$ cat config.mk
export PLATFORM = sky130hd
export DESIGN_NAME = ecc_fault_addr_capture
export DESIGN_NICKNAME = d
export VERILOG_FILES = /design/src/rtl/eccap_pkg.sv /design/src/rtl/eccap_flag.sv /design/src/rtl/eccap_addr_store.sv /design/src/rtl/eccap_regbus.sv /design/src/rtl/ecc_fault_addr_capture.sv
export SDC_FILE = /design/constraint.sdc
export NUM_CORES = 1
export LEC_CHECK = 0
export ABC_AREA = 1
export BUFFER_PORTS_ARGS = -buffer_cell sky130_fd_sc_hd__buf_2
export CAP_MARGIN = 10
export CORE_ASPECT_RATIO = 0.7
export CORE_MARGIN = 1.5
export CORE_UTILIZATION = 35
export DETAILED_ROUTE_END_ITERATION = 16
export PLACE_DENSITY = 0.76
export SETUP_SLACK_MARGIN = 0.2
export SLEW_MARGIN = 0
export SYNTH_ARGS = -nofsm -noshare
export SYNTH_HDL_FRONTEND = slang
export SYNTH_SLANG_ARGS = --single-unit
$ cat constraint.sdc
create_clock -name clk -period 1.88 [get_ports clk]
set_clock_uncertainty 0.05 [all_clocks]
set_input_delay 0.188 -clock clk [delete_from_list [all_inputs] [get_ports clk]]
set_output_delay 0.188 -clock clk [all_outputs]
set_load 0.005 [all_outputs]
$ cat src/rtl/eccap_pkg.sv
package eccap_pkg;
   typedef enum logic [1:0] {
      SEL_NONE = 2'd0,
      SEL_ADDR = 2'd1,
      SEL_FLAG = 2'd2
   } eccap_sel_e;
endpackage

$ cat src/rtl/eccap_flag.sv
module eccap_flag (
   input  logic clk,
   input  logic rst_n,
   input  logic err_strobe,
   input  logic clr_req,
   output logic cap_en,
   output logic flag
);
   // capture when flag clear, or when a clear collides with a new error
   assign cap_en = err_strobe && (!flag || clr_req);

   always_ff @(posedge clk or negedge rst_n) begin
      if (!rst_n)          flag <= 1'b0;
      else if (err_strobe) flag <= 1'b1;
      else if (clr_req)    flag <= 1'b0;
   end

   // error beats a simultaneous clear
   p_collide_keeps_flag_r9: assert property (@(posedge clk) disable iff (!rst_n)
      (err_strobe && clr_req) |=> flag);

   // clear without error drops the flag
   p_clear_drops_flag_r7: assert property (@(posedge clk) disable iff (!rst_n)
      (clr_req && !err_strobe) |=> !flag);
endmodule

$ cat src/rtl/eccap_addr_store.sv
module eccap_addr_store #(
   parameter int ADDR_W     = 32,
   parameter int WORD_BYTES = 4
) (
   input  logic              clk,
   input  logic              rst_n,
   input  logic              cap_en,
   input  logic [ADDR_W-1:0] err_ofs,
   input  logic              sw_we,
   input  logic [ADDR_W-1:0] sw_data,
   output logic [ADDR_W-1:0] addr_q
);
   localparam int ALIGN_LSB = $clog2(WORD_BYTES);

   logic [ADDR_W-1:0] err_al, sw_al;

   generate
      if (ALIGN_LSB > 0) begin : g_mask
         assign err_al = {err_ofs[ADDR_W-1:ALIGN_LSB], {ALIGN_LSB{1'b0}}};
         assign sw_al  = {sw_data[ADDR_W-1:ALIGN_LSB], {ALIGN_LSB{1'b0}}};
      end else begin : g_nomask
         assign err_al = err_ofs;
         assign sw_al  = sw_data;
      end
   endgenerate

   // no reset on purpose: contents survive every reset source
   always_ff @(posedge clk) begin
      if (cap_en)     addr_q <= err_al;
      else if (sw_we) addr_q <= sw_al;
   end

   // capture stores the aligned offset
   p_capture_loads_r1: assert property (@(posedge clk) disable iff (!rst_n)
      cap_en |=> (addr_q == $past(err_al)));

   // software load when no capture
   p_sw_load_r6: assert property (@(posedge clk) disable iff (!rst_n)
      (sw_we && !cap_en) |=> (addr_q == $past(sw_al)));
endmodule

$ cat src/rtl/eccap_regbus.sv
module eccap_regbus
   import eccap_pkg::*;
#(
   parameter int          ADDR_W     = 32,
   parameter int          DATA_W     = 32,
   parameter int          REG_AW     = 2,
   parameter int          FLAG_BIT   = 0,
   parameter logic [REG_AW-1:0] OFS_ADDR = '0,
   parameter logic [REG_AW-1:0] OFS_FLAG = 1
) (
   input  logic              bus_rd,
   input  logic              bus_wr,
   input  logic [REG_AW-1:0] bus_addr,
   input  logic [DATA_W-1:0] bus_wdata,
   input  logic              bus_priv,
   input  logic [ADDR_W-1:0] cur_addr,
   input  logic              cur_flag,
   output logic              sw_addr_we,
   output logic              sw_flag_clr,
   output logic [DATA_W-1:0] bus_rdata
);
   eccap_sel_e sel;

   always_comb begin
      if (bus_addr == OFS_ADDR)      sel = SEL_ADDR;
      else if (bus_addr == OFS_FLAG) sel = SEL_FLAG;
      else                           sel = SEL_NONE;
   end

   assign sw_addr_we  = bus_wr && bus_priv && (sel == SEL_ADDR);
   assign sw_flag_clr = bus_wr && bus_priv && (sel == SEL_FLAG) && bus_wdata[FLAG_BIT];

   always_comb begin
      bus_rdata = '0;
      if (bus_rd) begin
         unique case (sel)
            SEL_ADDR: bus_rdata[ADDR_W-1:0] = cur_addr;
            SEL_FLAG: bus_rdata[FLAG_BIT]   = cur_flag;
            default:  bus_rdata = '0;
         endcase
      end
   end
endmodule

$ cat src/rtl/ecc_fault_addr_capture.sv
module ecc_fault_addr_capture #(
   parameter int ADDR_W     = 32,
   parameter int DATA_W     = 32,
   parameter int REG_AW     = 2,
   parameter int WORD_BYTES = 4,
   parameter int FLAG_BIT   = 0
) (
   input  logic              clk,
   input  logic              rst_n,
   input  logic              err_strobe,
   input  logic [ADDR_W-1:0] err_ofs,
   input  logic              bus_rd,
   input  logic              bus_wr,
   input  logic [REG_AW-1:0] bus_addr,
   input  logic [DATA_W-1:0] bus_wdata,
   input  logic              bus_priv,
   output logic [DATA_W-1:0] bus_rdata,
   output logic [ADDR_W-1:0] cap_addr,
   output logic              err_flag,
   output logic              err_irq
);
   localparam int ALIGN_LSB = $clog2(WORD_BYTES);

   generate
      if (DATA_W < ADDR_W) begin : g_bad_width
         $error("DATA_W must be at least ADDR_W");
      end
      if (FLAG_BIT >= DATA_W) begin : g_bad_flag
         $error("FLAG_BIT outside the data word");
      end
      if ((1 << ALIGN_LSB) != WORD_BYTES) begin : g_bad_word
         $error("WORD_BYTES must be a power of two");
      end
      if (REG_AW < 1) begin : g_bad_aw
         $error("REG_AW must be at least 1");
      end
   endgenerate

   logic cap_en, sw_addr_we, sw_flag_clr;

   eccap_regbus #(
      .ADDR_W(ADDR_W), .DATA_W(DATA_W), .REG_AW(REG_AW), .FLAG_BIT(FLAG_BIT),
      .OFS_ADDR(REG_AW'(0)), .OFS_FLAG(REG_AW'(1))
   ) u_bus (
      .bus_rd(bus_rd), .bus_wr(bus_wr), .bus_addr(bus_addr),
      .bus_wdata(bus_wdata), .bus_priv(bus_priv),
      .cur_addr(cap_addr), .cur_flag(err_flag),
      .sw_addr_we(sw_addr_we), .sw_flag_clr(sw_flag_clr), .bus_rdata(bus_rdata)
   );

   eccap_flag u_flag (
      .clk(clk), .rst_n(rst_n), .err_strobe(err_strobe),
      .clr_req(sw_flag_clr), .cap_en(cap_en), .flag(err_flag)
   );

   eccap_addr_store #(.ADDR_W(ADDR_W), .WORD_BYTES(WORD_BYTES)) u_store (
      .clk(clk), .rst_n(rst_n), .cap_en(cap_en), .err_ofs(err_ofs[ADDR_W-1:0]),
      .sw_we(sw_addr_we), .sw_data(bus_wdata[ADDR_W-1:0]), .addr_q(cap_addr)
   );

   assign err_irq = err_flag;

   // address holds while flag set and nothing privileged touches it
   p_hold_while_set_r2: assert property (@(posedge clk) disable iff (!rst_n)
      (err_flag && !sw_flag_clr && !sw_addr_we) |=> $stable(cap_addr));

   // unprivileged write never clears the flag
   p_user_write_inert_r8: assert property (@(posedge clk) disable iff (!rst_n)
      (bus_wr && !bus_priv && err_flag) |=> err_flag);

   // a valid address is word aligned
   p_aligned_r3: assert property (@(posedge clk) disable iff (!rst_n)
      err_flag |-> (cap_addr[ALIGN_LSB-1:0] == '0));

   // strobe on a clear flag sets it
   p_strobe_sets_r1: assert property (@(posedge clk) disable iff (!rst_n)
      (err_strobe && !err_flag) |=> err_flag);
endmodule

Yosys cells after proc, flatten, opt, wreduce, memory -nomap -nowiden
Cells that the tools add are included.

Word-level logic and storage cells: 24. Output and inout port bits: 66. Flip-flop bits (word level): 31. Input port bits: 72.

Muxes and demuxes: 9. Reductions and logical operators: 10. Equality and inequality tests: 3.

Operator list (count): 32-bit two-way mux (3); 31-bit two-way mux (1); 1-bit logical AND (5); 2-bit by 1-bit == test with 1-bit output (second input constant) (2); 2-bit two-way mux (2); 2-bit nonzero test (2); 1-bit two-way mux (3); 2-bit == test (second input constant) (1); 2-bit zero test (1); 1-bit zero test (1); 1-bit logical OR (1).

Logic depth before layout (Yosys ltp)
Depth in word-level cells: 9. Depth in mapped cells: 8. Mapped depth without buffers: 7.

By module
From an unflattened synthesis, not the netlist that was laid out.

Cell total of the unflattened synthesis: 217. Area total of the unflattened synthesis: 1691.6 um^2.

By module, submodules not included: eccap_addr_store (area each 1297.5 um^2, instances 1, cells each 131); eccap_regbus (area each 337.8 um^2, instances 1, cells each 79); eccap_flag (area each 48.8 um^2, instances 1, cells each 6); ecc_fault_addr_capture (area each 7.5 um^2, instances 1, cells each 1).

Worst setup path after synthesis
Ideal clock, no wire load.

Kind: register to register. From: register u_flag.flag. To: register u_store.addr_q[10], enable pin. Data required time: 1443 ps. Cell stages (with the launch flop): 5. Slack: 65 ps. Arrival time: 1377 ps. Cells stage by stage: dfrtp_1 > nand2_4 > nand2_4 > buf_6 > nand2_1.

Cells in the longest elaborated chain, start to end: 4.

Ends and longest elaborated chain: from (decl) (RTL line eccap_flag.sv:7) `output logic flag`; from (signal assigned) (RTL line eccap_flag.sv:13) `if (!rst_n) flag <= 1'b0;`; from (signal assigned) (RTL line eccap_flag.sv:14) `else if (err_strobe) flag <= 1'b1;`; from (signal assigned) (RTL line eccap_flag.sv:15) `else if (clr_req) flag <= 1'b0;`; 1-bit zero test (RTL line eccap_flag.sv:10) `assign cap_en = err_strobe && (!flag || clr_req);`; 1-bit logical OR (RTL line eccap_flag.sv:10); 1-bit logical AND (RTL line eccap_flag.sv:10); 2-bit nonzero test (no source line); to (signal assigned) (RTL line eccap_addr_store.sv:29) `if (cap_en) addr_q <= err_al;`; to (signal assigned) (RTL line eccap_addr_store.sv:30) `else if (sw_we) addr_q <= sw_al;`; to (decl) (RTL line eccap_addr_store.sv:11) `output logic [ADDR_W-1:0] addr_q`.

No other way between the ends. A chain may end at the register's enable or synchronous reset.

Worst setup path after layout
From: register u_flag.flag. To: register u_store.addr_q[15], enable pin.

The elaborated chain is that of the path after synthesis.

==> impl_metrics.csv <==
group,metric,value,unit
grt,grt_pass1_wl,6280,microns
critical_path,crit_chain,"nand2_4, nand2_4, nand2_2, buf_4",
critical_path,cp-end-kind,"flop",
floorplanning,initial_core_util,0.361,
logic_synthesis,synthDistinctLibCells,15,
placement,portBuffers,131,
finish,nets,415,
critical_path,reg2reg_slack,580,ps
drt,dr.pass1.iters,4,
critical_path,reg2reg_to,"u_store.addr_q[15]$_DFFE_PP_",
placement,dp_cells,404,
critical_path,arrival,1220,ps
logic_synthesis,synth_cells,212,
grt,grt_use_total,0.160,
power_and_ir_drop,peakVddDrop,0.272,mV
floorplanning,fp.dieH,61.6,microns
critical_path,critPathMaxStageDelay,420,ps
power_and_ir_drop,total_power,1.50,mW
finish,fin_area,2500,sq um
drt,viasPerCell,4.29,
critical_path,cpMaxStageDelayCell,"dfrtp_1",
critical_path,timing_worst_setup_path_type,"reg -> reg",
critical_path,r2r-start,"u_flag.flag$_DFFE_PN0P_",
drt,drt_iter0_drc,55,
finish,drive_gt1_frac,0.427,
clock_tree,htreeDepth,2,
drt,vias,1773,
critical_path,critPathCapture,"u_store.addr_q[15]$_DFFE_PP_",
status,status,"complete, no violations",
logic_synthesis,avgSynthCellArea,8.11,sq um
logic_synthesis,yosys_warnings,0,
clock_tree,cts.sinks,31,
power_and_ir_drop,leakagePower,1.46,nW
critical_path,path_common_cell,"nand2_4",
logic_synthesis,ys_top_cells_by_area,"edfxtp_1, nand2_1, nand3_1",
floorplanning,dieArea,5350,sq um
grt,antenna_found_initial,0,
min_path,hp-class,"in -> reg",
drt,drcViolationCount,0,
critical_path,worst_r2r_path_depth,4,
floorplanning,pin_count,138,
grt,grt_pass1_vias,1464,
power_and_ir_drop,p_per_area,602,nW/um^2
placement,dpl_cell_area,2410,sq um
grt,grt_max_degree,32,
sta,setup_viol,0,
logic_synthesis,synth_seq_cells,31,
placement,dpl.hpwl,3370,microns
clock_tree,clk_latency,270,ps
critical_path,startpoint_type,"flop",
finish,diodes,0,
clock_tree,cts_buffer_depth,2,
run,max-cap-violations,0,
sta,drv_slew,0,
placement,place_congestion,0.698,
floorplanning,die_x,86.8,microns
finish,final_cells,413,
logic_synthesis,syn_area,1720,sq um
sta,hold_violations,0,
logic_synthesis,yosysTopAreaCell,"edfxtp_1",
floorplanning,coreArea,4760,sq um
logic_synthesis,synth_top_area_share,0.524,
critical_path,critPathLaunch,"u_flag.flag$_DFFE_PN0P_",
clock_tree,path_clk_slew,60,ps
clock_tree,cts_tree,"done",
sta,fin_crit_sh,0.692,
finish,layout_common_cells,"buf_2, nand2_1, inv_1, nor2_1",
critical_path,crit_required,1790,ps
clock_tree,numCtsBuffers,5,
floorplanning,fp-row-count,21,
clock_tree,cts-root-buf,"clkbuf_8",
grt,grt_remaining_overflow,0,
clock_tree,cts_resized,0,
logic_synthesis,ys_seq_area_frac,0.539,
critical_path,crit_fanout,16,
finish,area_delta_synth_final,45.2,%
drt,routedWlPerCell,10.6,microns
drt,drt-total-wl,4370,microns
finish,fillers,467,
sta,max_freq,768,MHz
sta,rsz0062_at_grt,"no",
sta,fin_tns_setup,0,ps
finish,layout_commonest_cell,"buf_2",
drt,detail-route-antenna-nets,0,
sta,period_needed,1300,ps
## through the flow
step | setup slack [ps] | hold WS, ps | util
3_5_place_dp | 465 | -86.3 | 0.506
2_1_floorplan | 353 | -158 | -
6_report | 578 | 127 | 0.525
3_3_place_gp | 496 | -87.4 | 0.506
4_1_cts | 555 | 116 | 0.525
5_1_grt | 504 | 114 | 0.525
## cell usage after synthesis
master and n:
buf_4 7, clkbuf_1 5, conb_1 1, nand3_2 1, and3_1 1, buf_2 1
nand3_1 30, edfxtp_1 30, nand2_4 2, buf_6 3, nand2_1 65, nor2_1 31
nor2_2 1, dfrtp_1 1, inv_1 33
## how the worst min path moves through the flow
stage / startpoint / cells after the start / slack (ps) / endpoint
floorplan: rst_n / 0 / -160 / u_flag.flag$_DFFE_PN0P_
global placement: rst_n / 1 / -90 / u_flag.flag$_DFFE_PN0P_
detailed placement: rst_n / 1 / -90 / u_flag.flag$_DFFE_PN0P_
CTS: bus_wdata[30] / 3 / 120 / u_store.addr_q[30]$_DFFE_PP_
global route: bus_wdata[5] / 3 / 110 / u_store.addr_q[5]$_DFFE_PP_
finish: bus_wdata[30] / 3 / 130 / u_store.addr_q[30]$_DFFE_PP_
## per-layer routing
layer | wire [microns] | part of all wire | vias to the layer above | global-route usage
li1 | - | - | 908 | -
met1 | 1850 | 0.42 | 771 | 0.180
met2 | 2130 | 0.49 | 86 | 0.298
met3 | 338 | 0.077 | 8 | 0.0389
met4 | 56 | 0.013 | 0 | 0.0645
met5 | 0 | 0 | - | 0
## critical path: cells and delay by family (launching register included)
family	cells	cell delay, ps
simple gates	3	280
buf+inv	1	240
flops	1	420
## sequential cells by signal, indices dropped and copies added, names as in the netlist
signal          cells
u_flag.flag         1
u_store.addr_q     30
## where the power goes
group | switching (mW) | leakage, nW | internal [mW]
registers | 0.0104 | 0.283 | 0.788
clock network | 0.222 | 0.0395 | 0.262
logic | 0.114 | 1.13 | 0.106
## layout make-up
| type | count | area, sq um | share of cell area |
|---|---|---|---|
| Tap cell | 69 | 86.3 | 0.0346 |
| Clock buffer | 8 | 80.1 | 0.0321 |
| Inverter | 33 | 124 | 0.0496 |
| Multi-Input combinational cell | 134 | 569 | 0.228 |
| Timing Repair Buffer | 138 | 711 | 0.285 |
| Sequential cell | 31 | 926 | 0.371 |
## what timing repair did
action                                 in CTS  in global routing
endpoints found under the hold margin       1                  0
setup buffers                               0                  0
hold buffers                                1                  0
## cell families after synthesis
logic type / count (synthesis) / share of synthesized area
buffers and inverters: 49 / 0.136
other: 1 / 0.00218
DFF: 31 / 0.539
and+or+nand+nor: 131 / 0.323
(Power assumes the default switching activity.)
